--- src/rtl/ptmr_pkg.sv ---
package ptmr_pkg;

  localparam int unsigned CUT_MS_MAX = 240;
  localparam int unsigned DIS_MS_MAX = 720;

  typedef enum logic [1:0] {
    TRIP_NONE  = 2'd0,
    TRIP_SHORT = 2'd1,
    TRIP_OVER  = 2'd2,
    TRIP_DISC  = 2'd3
  } trip_e;

  // overcurrent cutoff in milliseconds per selection code
  function automatic int unsigned cut_ms(input logic [1:0] code);
    case (code)
      2'b00:   return 60;
      2'b01:   return 30;
      2'b10:   return 120;
      default: return 240;
    endcase
  endfunction

  // disconnect delay in milliseconds per selection code
  function automatic int unsigned dis_ms(input logic [1:0] code);
    case (code)
      2'b00:   return 360;
      2'b01:   return 90;
      2'b10:   return 180;
      default: return 720;
    endcase
  endfunction

endpackage

--- src/rtl/ptmr_tick.sv ---
module ptmr_tick #(
  parameter int unsigned CYC_PER_MS = 250000
) (
  input  logic clk,
  input  logic rst_n,
  input  logic run,
  output logic tick
);

  generate
    if (CYC_PER_MS <= 1) begin : g_every
      assign tick = run;
    end else begin : g_div
      localparam int unsigned CW = $clog2(CYC_PER_MS);
      localparam logic [CW-1:0] LAST = CW'(CYC_PER_MS - 1);

      logic [CW-1:0] cnt_q;
      logic [CW-1:0] cnt_d;
      logic          at_last;

      assign at_last = (cnt_q == LAST);

      always_comb begin
        if (!run || at_last) cnt_d = '0;
        else                 cnt_d = cnt_q + CW'(1);
      end

      always_ff @(posedge clk or negedge rst_n) begin
        if (!rst_n) cnt_q <= '0;
        else        cnt_q <= cnt_d;
      end

      assign tick = run && at_last;
    end
  endgenerate

endmodule

--- src/rtl/ptmr_fault_acc.sv ---
module ptmr_fault_acc #(
  parameter int unsigned ACC_W   = 12,
  parameter int unsigned UP_STEP = 15,
  parameter int unsigned DN_STEP = 1
) (
  input  logic             clk,
  input  logic             rst_n,
  input  logic             run,
  input  logic             tick,
  input  logic             over,
  input  logic [ACC_W-1:0] limit,
  output logic             expired
);

  localparam logic [ACC_W-1:0] UP  = ACC_W'(UP_STEP);
  localparam logic [ACC_W-1:0] DN  = ACC_W'(DN_STEP);
  localparam logic [ACC_W-1:0] TOP = '1;

  logic [ACC_W-1:0] acc_q;
  logic [ACC_W-1:0] acc_d;
  logic             acc_en;

  assign acc_en = !run || tick;

  always_comb begin
    acc_d = acc_q;
    if (!run) begin
      acc_d = '0;
    end else if (over) begin
      acc_d = (acc_q > (TOP - UP)) ? TOP : (acc_q + UP);
    end else begin
      acc_d = (acc_q > DN) ? (acc_q - DN) : '0;
    end
  end

  always_ff @(posedge clk or negedge rst_n) begin
    if (!rst_n)      acc_q <= '0;
    else if (acc_en) acc_q <= acc_d;
  end

  assign expired = run && (acc_q >= limit);

endmodule

--- src/rtl/ptmr_disc.sv ---
module ptmr_disc #(
  parameter int unsigned DCNT_W   = 10,
  parameter int unsigned FILT_CYC = 250000
) (
  input  logic              clk,
  input  logic              rst_n,
  input  logic              run,
  input  logic              tick,
  input  logic              low,
  input  logic [DCNT_W-1:0] limit,
  output logic              expired
);

  localparam int unsigned FILT_W = $clog2(FILT_CYC + 1);
  localparam logic [FILT_W-1:0] FILT_LIM = FILT_W'(FILT_CYC);

  logic [FILT_W-1:0] hi_q;
  logic [FILT_W-1:0] hi_d;
  logic              hi_full;
  logic [DCNT_W-1:0] dcnt_q;
  logic [DCNT_W-1:0] dcnt_d;
  logic              dcnt_en;
  logic              dcnt_clr;

  // length of the current gap in the low-current condition
  assign hi_full = (hi_q >= FILT_LIM);

  always_comb begin
    if (low)          hi_d = '0;
    else if (hi_full) hi_d = hi_q;
    else              hi_d = hi_q + FILT_W'(1);
  end

  always_ff @(posedge clk or negedge rst_n) begin
    if (!rst_n) hi_q <= '0;
    else        hi_q <= hi_d;
  end

  // disconnect count: cleared by a long gap, held by a short one
  assign dcnt_clr = !run || hi_full;
  assign dcnt_en  = dcnt_clr || (tick && low);

  always_comb begin
    if (dcnt_clr)            dcnt_d = '0;
    else if (dcnt_q == '1)   dcnt_d = dcnt_q;
    else                     dcnt_d = dcnt_q + DCNT_W'(1);
  end

  always_ff @(posedge clk or negedge rst_n) begin
    if (!rst_n)       dcnt_q <= '0;
    else if (dcnt_en) dcnt_q <= dcnt_d;
  end

  assign expired = run && (dcnt_q >= limit);

endmodule

--- src/rtl/port_prot_timer.sv ---
module port_prot_timer
  import ptmr_pkg::*;
#(
  parameter int unsigned CYC_PER_MS = 250000,
  parameter int unsigned UP_STEP    = 15,
  parameter int unsigned DN_STEP    = 1,
  parameter int unsigned FILT_CYC   = 250000
) (
  input  logic       clk,
  input  logic       rst_n,
  input  logic       port_en,
  input  logic       phase_start,
  input  logic       oc_flag,
  input  logic       lim_flag,
  input  logic       sc_flag,
  input  logic       low_flag,
  input  logic [1:0] cut_sel,
  input  logic [1:0] dis_sel,
  output logic       gate_kill,
  output logic       fast_pd,
  output logic       evt_run_oc,
  output logic       evt_start_oc,
  output logic       evt_disc
);

  localparam int unsigned ACC_MAX = CUT_MS_MAX * UP_STEP;
  localparam int unsigned ACC_W   = $clog2(ACC_MAX + UP_STEP + 1);
  localparam int unsigned DCNT_W  = $clog2(DIS_MS_MAX + 1);

  // reset: asserted asynchronously, released on the clock
  logic [1:0] rsync_q;
  logic       rst_in_n;

  always_ff @(posedge clk or negedge rst_n) begin
    if (!rst_n) rsync_q <= 2'b00;
    else        rsync_q <= {rsync_q[0], 1'b1};
  end

  assign rst_in_n = rsync_q[1];

  logic              off_q, off_d;
  logic              sc_q, sc_d;
  logic              ev_run_q, ev_run_d;
  logic              ev_start_q, ev_start_d;
  logic              ev_disc_q, ev_disc_d;
  logic              active;
  logic              tick;
  logic              oc_exp;
  logic              dis_exp;
  logic [ACC_W-1:0]  cut_lim;
  logic [DCNT_W-1:0] dis_lim;
  trip_e             trip;

  assign active  = port_en && !off_q;
  assign cut_lim = ACC_W'(cut_ms(cut_sel) * UP_STEP);
  assign dis_lim = DCNT_W'(dis_ms(dis_sel));

  ptmr_tick #(
    .CYC_PER_MS(CYC_PER_MS)
  ) u_tick (
    .clk  (clk),
    .rst_n(rst_in_n),
    .run  (port_en),
    .tick (tick)
  );

  ptmr_fault_acc #(
    .ACC_W  (ACC_W),
    .UP_STEP(UP_STEP),
    .DN_STEP(DN_STEP)
  ) u_acc (
    .clk    (clk),
    .rst_n  (rst_in_n),
    .run    (active),
    .tick   (tick),
    .over   (oc_flag || lim_flag),
    .limit  (cut_lim),
    .expired(oc_exp)
  );

  ptmr_disc #(
    .DCNT_W  (DCNT_W),
    .FILT_CYC(FILT_CYC)
  ) u_disc (
    .clk    (clk),
    .rst_n  (rst_in_n),
    .run    (active && !phase_start),
    .tick   (tick),
    .low    (low_flag),
    .limit  (dis_lim),
    .expired(dis_exp)
  );

  // trip arbitration: short, then overcurrent, then disconnect
  always_comb begin
    trip = TRIP_NONE;
    if (active) begin
      if (sc_flag)      trip = TRIP_SHORT;
      else if (oc_exp)  trip = TRIP_OVER;
      else if (dis_exp) trip = TRIP_DISC;
    end
  end

  always_comb begin
    off_d      = port_en && (off_q || (trip != TRIP_NONE));
    sc_d       = port_en && (sc_q || (trip == TRIP_SHORT));
    ev_start_d = ((trip == TRIP_SHORT) || (trip == TRIP_OVER)) && phase_start;
    ev_run_d   = ((trip == TRIP_SHORT) || (trip == TRIP_OVER)) && !phase_start;
    ev_disc_d  = (trip == TRIP_DISC);
  end

  always_ff @(posedge clk or negedge rst_in_n) begin
    if (!rst_in_n) begin
      off_q      <= 1'b0;
      sc_q       <= 1'b0;
      ev_run_q   <= 1'b0;
      ev_start_q <= 1'b0;
      ev_disc_q  <= 1'b0;
    end else begin
      off_q      <= off_d;
      sc_q       <= sc_d;
      ev_run_q   <= ev_run_d;
      ev_start_q <= ev_start_d;
      ev_disc_q  <= ev_disc_d;
    end
  end

  assign gate_kill    = !rst_in_n || !port_en || off_q;
  assign fast_pd      = sc_q;
  assign evt_run_oc   = ev_run_q;
  assign evt_start_oc = ev_start_q;
  assign evt_disc     = ev_disc_q;

endmodule

--- config.mk ---
export PLATFORM = sky130hd
export DESIGN_NAME = port_prot_timer
export DESIGN_NICKNAME = d
export VERILOG_FILES = /design/src/rtl/ptmr_pkg.sv /design/src/rtl/ptmr_tick.sv /design/src/rtl/ptmr_fault_acc.sv /design/src/rtl/ptmr_disc.sv /design/src/rtl/port_prot_timer.sv
export SDC_FILE = /design/constraint.sdc
export NUM_CORES = 1
export LEC_CHECK = 0
export ABC_AREA = 1
export BUFFER_PORTS_ARGS = -buffer_cell sky130_fd_sc_hd__buf_4
export CORE_MARGIN = 1
export CORE_UTILIZATION = 55
export DETAILED_ROUTE_END_ITERATION = 6
export PLACE_DENSITY = 0.72
export SLEW_MARGIN = 10
export SYNTH_ARGS = -nofsm -noshare
export SYNTH_HDL_FRONTEND = slang
export SYNTH_SLANG_ARGS = --single-unit
--- constraint.sdc ---
create_clock -name clk -period 2.6 [get_ports clk]
set_input_delay 0.26 -clock clk [delete_from_list [all_inputs] [get_ports clk]]
set_output_delay 0.26 -clock clk [all_outputs]
set_load 0.005 [all_outputs]
==> results.toml, run 1 <==
[routing]
routedWlPerCell_um = 13.1
wirelength_um = 11200
drc = 0
via_per_inst = 5.37
ant_nets = 0
drtIter0Drc = 309
num_vias = 4606
first_pass_iters = 6

[critical_path]
critPathSlowestCell = "dfrtp_1"
crit_path_start = "u_acc.acc_q[4]"
cp_num_buf_inv = 1
timing.rr.start = "u_acc.acc_q[4]"
cp_max_fo = 13
max_stage_delay_ns = 0.61
cp_cell_sequence = "ha_1 > nand2_1 > nor2_1 > and2_1 > nand2_1 > nand4_1 > nor2_1 > nor2_1 > ha_1 > nand2_1 > inv_1"
cpLargestDelayFamily = "simple AND/OR/NAND/NOR gates"
startpoint_type = "register"
required_ns = 2.84
endpoint_kind = "register"
cp_data_arrival_time_ns = 2.30
path_class = "reg -> reg"

[timing]
fin_crit_ns = 2.06
setup_viol_count_final = 0
slew_violations = 0
worstMarginPinSlew_ns = 0.847
hold-worst-slack_ns = 0.108
fin_setup_tns_ns = 0
rsz0062_at_grt = "no"
fmax_mhz = 485
slew_headroom_pct = 43.6
hold_viol_final = 0
fin_skew_ns = 0.00954
finalCritPeriodShare_pct = 79.2

[clocking]
cts_tree = "yes"
clock_sinks = 65
ctsResizeCount = 0
clkTransAtPathRegs_ns = 0.08
worstSkewPairLatency_ns = 0.34
h-tree-depth = 3
cts_buffer_depth = 2
cts-buffers-inserted = 9
cts_root_buf = "clkbuf_8"

[finish]
num-nets-final = 784
drive_above_1_share_pct = 10.4
area_delta_synth_final_pct = 9.26
antenna_cells = 0

[logic_synthesis]
yosysWarnings = 0
synth_top_area_share_pct = 33.2
synth_largest_area_cell = "dfrtp_1"
yosys-top-cells-count = "204 x nand2_1, 95 x inv_1, 91 x nor2_1"
synth_area_leaders = "dfrtp_1 33%, nand2_1 16%, inv_1 7.3%"
synthCells = 722
synth_area_um2 = 4890
synth-seq-cells = 65
ys_types = 39
seq_area_frac_synth_pct = 33.2
ys_async_sr_fraction_pct = 100
synth_area_per_cell_um2 = 6.78
synth_most_common_cell = "nand2_1"
synth_edf_count = 0
ys.flop_type = "dfrtp_1"

[worst_hold_path]
hp-class = "in -> reg"
hp-start = "phase_start"

[global_routing]
antenna_found_initial = 0
grt_overflow_total = 0
gr-usage-met2_pct = 43.0
grt_use_met1_pct = 35.4
grtUsageTotal_pct = 26.1
grt_util_met3_pct = 3.00
busiest_layer = "met2"
grt_pass1_wl_um = 18700
grt_max_degree = 64
grt_pass1_vias = 4191

[status]
status = "finished clean"

[floorplanning]
ios = 17
die_area_um2 = 9280
rows = 34
fp.dieH_um = 96.3
die_w_um = 96.3
start_util_pct = 56.4
core_area_um2 = 8680

[place]
portBuffers = 16
dp_hpwl_um = 8400
routabilityCongestion = 0.930

[power_and_ir_drop]
powerDensity_nw_per_um2 = 404
leakage_nw = 2.74
vdd_ir_drop_max_mv = 0.301

[job]
maxCapViolations = 0
## power breakdown
group / internal [mW] / leakage (nW) / switching, mW
Clock: 0.540 / 0.106 / 0.427
Combinational: 0.0505 / 1.74 / 0.107
Sequential: 1.02 / 0.895 / 0.0124
Total: 1.61 / 2.74 / 0.547
## path summary, 6_finish.rpt
path / end / slack (ns) / cells past startpoint
worst max register to register: evt_start_oc / 0.54 / 11
worst min register to register: rsync_q[1] / 0.36 / 0
worst min-delay path: evt_run_oc / 0.11 / 2
max in group asynchronous: u_tick.g_div.cnt_q[15] / 1.55 / 1
min in group asynchronous: rsync_q[1] / 0.24 / 2
worst max-delay path: evt_start_oc / 0.54 / 11
## cell usage in the layout (no fill, tap or decap), types with 2 or more instances in the layout
cell	count
nand2_1	204
conb_1	2
inv_1	95
nand3_1	59
nand3b_1	2
nand3_4	2
bufinv_16	2
inv_2	10
clkinv_2	2
o21ai_0	21
o31ai_1	3
nor3_1	16
ha_1	28
nand2_2	7
nor3_2	2
clkbuf_8	9
nor2_2	11
o21ai_1	11
nand4_1	32
buf_4	19
xnor2_1	8
clkinvlp_4	2
nor2_8	2
a21oi_1	19
xor2_1	11
nor2_1	91
dfrtp_1	64
## cells by family (layout without fill, tap and decap cells)
logic type / after synthesis / count (layout) / share of synthesized area [%]
AOI/OAI and AO/OA: 59 / 59 / 6.47
xor gates and xnor gates: 19 / 19 / 3.40
adders and majority gates: 28 / 28 / 7.16
buffers and inverters: 116 / 142 / 9.41
DFF: 65 / 65 / 33.2
other: 1 / 2 / 0.0766
and+or+nand+nor: 434 / 434 / 40.2
## registers in the layout, indices dropped and copies added (netlist names)
register            cells
evt_run_oc              1
fast_pd                 1
u_acc.acc_q            12
off_q                   1
u_disc.dcnt_q          10
evt_start_oc            1
evt_disc                1
u_tick.g_div.cnt_q     18
u_disc.hi_q            18
rsync_q                 2
## through the flow
| step | area [um^2] | utilization [%] | instances | total power, mW | worst slack [ns] |
|---|---|---|---|---|---|
| 2_1_floorplan | 4900 | - | 723 | 1.16 | 0.490 |
| 3_3_place_gp | 5120 | 59.0 | 840 | 1.21 | 0.588 |
| 3_5_place_dp | 5120 | 59.0 | 840 | 1.21 | 0.451 |
| 4_1_cts | 5350 | 61.6 | 857 | 2.18 | 0.533 |
| 5_1_grt | 5350 | 61.6 | 857 | 2.25 | 0.313 |
| 6_report | 5350 | 61.6 | 857 | 2.16 | 0.540 |
## final cells by class
| type | count | area (um^2) |
|---|---|---|
| clock inverter | 7 | 93.8 |
| sequential | 65 | 1630 |
| inverter | 106 | 403 |
| clock buffer | 9 | 124 |
| fill | 833 | 3330 |
| timing repair buffer | 20 | 153 |
| multi-input combinational | 542 | 2810 |
| tap | 108 | 135 |
## routing by layer
| metal | up-vias | wire, um |
|---|---|---|
| met5 | - | 0 |
| met4 | 0 | 190 |
| met3 | 20 | 498 |
| met2 | 112 | 5190 |
| met1 | 2110 | 5350 |
| li1 | 2364 | - |
## repair_timing
item | 4_1_cts | 5_1_grt
hold buffers | 1 | 0
endpoints found under the hold margin | 2 | 0
buffers inserted | 0 | 0
No activity file was read; power rests on OpenSTA's default activity.
==> run 2: changes to the inputs <==
- PLACE_DENSITY: 0.72 -> 0.75
- clock period: 2.6 -> 1.8 ns (I/O delays scaled with it)
==> run 2 against run 1 <==
Compared with the run above:
- the run now ends with negative setup slack left
- via count increased by 4.2%
- clock skew grew 0.0046 ns
- count of clock-buffer cells in the layout stayed put
- final area grew 9.7%
- worst setup slack got worse by 0.73 ns
- die area stayed put
- clock power is 60% higher
- maximum frequency rose by 3.7%
- global-route usage is 1.4 points higher
- first-iteration DRC count decreased by 17%
- sequential share of layout area is 2.7 points lower
- sequential power increased by 43%
- largest power group is now clock
==> results.toml, run 2 (same netlist as run 1, synthesis figures left out) <==
[timing]
fmax_mhz = 503
slew_violations = 0
slew_headroom_pct = 47.1
fin_setup_tns_ns = -0.633
fin_crit_ns = 1.99
hold_viol_final = 0
finalCritPeriodShare_pct = 110
worstMarginPinSlew_ns = 0.794
rsz0062_at_grt = "yes"
fin_skew_ns = 0.0142
fin_ws_ns = -0.187
setup_viol_count_final = 4

[clocking]
worstSkewPairLatency_ns = 0.35
cts-buffers-inserted = 9
cts_tree = "yes"
clock_sinks = 65
h-tree-depth = 3
cts_root_buf = "clkbuf_8"
cts_buffer_depth = 2
clkTransAtPathRegs_ns = 0.07

[finish]
final_util_pct = 67.6
final_common_cell = "nand2_1"
largestRegisters = "u_disc.hi_q x18, u_tick.g_div.cnt_q x18, u_acc.acc_q x12"
antenna_cells = 0
layout_common_cells = "194 x nand2_1, 91 x inv_1, 83 x nor2_1, 63 x dfrtp_1, 59 x nand3_1"
area_delta_synth_final_pct = 19.8
num-nets-final = 823
layout.cells.non_filler = 896
fillCellCount = 742
drive_above_1_share_pct = 18.9

[routing]
wirelength_um = 12000
routedWlPerCell_um = 13.4
via_per_inst = 5.36
num_vias = 4801
drc = 0
first_pass_iters = 6
ant_nets = 0
drtIter0Drc = 256

[floorplanning]
fp.dieH_um = 96.3
ios = 17
die_w_um = 96.3
core_area_um2 = 8680
rows = 34
start_util_pct = 56.4
die_area_um2 = 9280

[critical_path]
startpoint_type = "register"
max_stage_delay_ns = 0.41
required_ns = 2.04
path_class = "reg -> reg"
cpLargestDelayFamily = "simple AND/OR/NAND/NOR gates"
timing.rr.start = "u_acc.acc_q[3]"
cp_data_arrival_time_ns = 2.23
cp_cell_sequence = "ha_1 > a21oi_1 > o21ai_1 > nand2_2 > nand4_1 > nor2_4 > nor2_4 > ha_4 > nand2_1 > inv_1"
path_common_cell = "nor2_4"
critPathSlowestCell = "dfrtp_1"
cp_num_buf_inv = 1
cp_max_fo = 3
endpoint_kind = "register"
crit_path_start = "u_acc.acc_q[3]"

[global_routing]
grt_overflow_total = 0
grt_pass1_vias = 4328
grt_pass1_wl_um = 19600
antenna_found_initial = 0
grt_max_degree = 64
grtUsageTotal_pct = 27.5

[worst_hold_path]
hp-start = "phase_start"
hp-class = "in -> reg"

[status]
status = "finished, violations left"
violations = "negative setup slack"

[place]
place_inst = 876
portBuffers = 16
routabilityCongestion = 0.942
dp_hpwl_um = 8660

[job]
maxCapViolations = 0

[power_and_ir_drop]
vdd_ir_drop_max_mv = 0.403
powerDensity_nw_per_um2 = 566
p_total_mw = 3.32
leakage_nw = 2.96
==> run 2: changes by cell type in the layout (fill, tap and decap cells not counted), moves of 5 or more <==
| cell | change |
|---|---|
| nand2_1 | -10 |
| buf_4 | +38 |
| nor2_4 | +5 |
| ha_4 | +9 |
| nand2_2 | +8 |
| ha_1 | -9 |
| nor2_1 | -8 |
==> run 2: per-stage QoR <==
step	setup WS (ns)	hold WS [ns]	instance area [um^2]
2_1_floorplan	0.00344	-0.116	4900
3_3_place_gp	-0.159	-0.0372	5390
3_5_place_dp	-0.313	-0.0352	5390
4_1_cts	-0.170	0.0429	5720
5_1_grt	-0.243	0.0498	5860
6_report	-0.187	0.0512	5860
==> run 2: metal layers <==
layer	vias up	part of all wire (%)	GRT usage [%]
li1	2429	-	-
met1	2202	44	35.8
met2	141	49	45.4
met3	29	4.7	4.42
met4	0	2.5	10.8
met5	-	0	0
==> run 2: path summary, 6_finish.rpt <==
check / to / slack [ns] / cells after the start
max in group asynchronous: u_disc.dcnt_q[0] / 0.77 / 1
min in group asynchronous: rsync_q[1] / 0.15 / 2
min: evt_start_oc / 0.05 / 3
max reg2reg: evt_start_oc / -0.19 / 10
max: evt_start_oc / -0.19 / 10
min reg2reg: rsync_q[1] / 0.36 / 0
==> run 2: power breakdown <==
group / switching (mW) / internal, mW / leakage (nW)
logic: 0.175 / 0.101 / 1.96
registers: 0.0157 / 1.48 / 0.893
clock network: 0.626 / 0.920 / 0.115
==> run 2: area by class of cell <==
cell class	count	area (um^2)	area share (%)
Clock inverter	7	119	2.03
Tap cell	108	135	2.30
Sequential cell	65	1630	27.8
Clock buffer	9	124	2.11
Timing Repair Buffer	59	448	7.64
Inverter	106	403	6.87
Multi-Input combinational cell	542	3010	51.3
==> run 2: what timing repair did <==
| action | in CTS | in global routing |
|---|---|---|
| pin swaps | 14 | 19 |
| hold endpoints to repair | 3 | 0 |
| resized for setup | 14 | 32 |
| hold buffers | 2 | 0 |
| setup endpoints to repair | 4 | 24 |
| buffers inserted | 2 | 1 |
==> run 2: tightest hold or removal path: cells and delay by family <==
kind          cells  cell delay, ns
buf+inv           2            0.14
simple gates      1            0.05
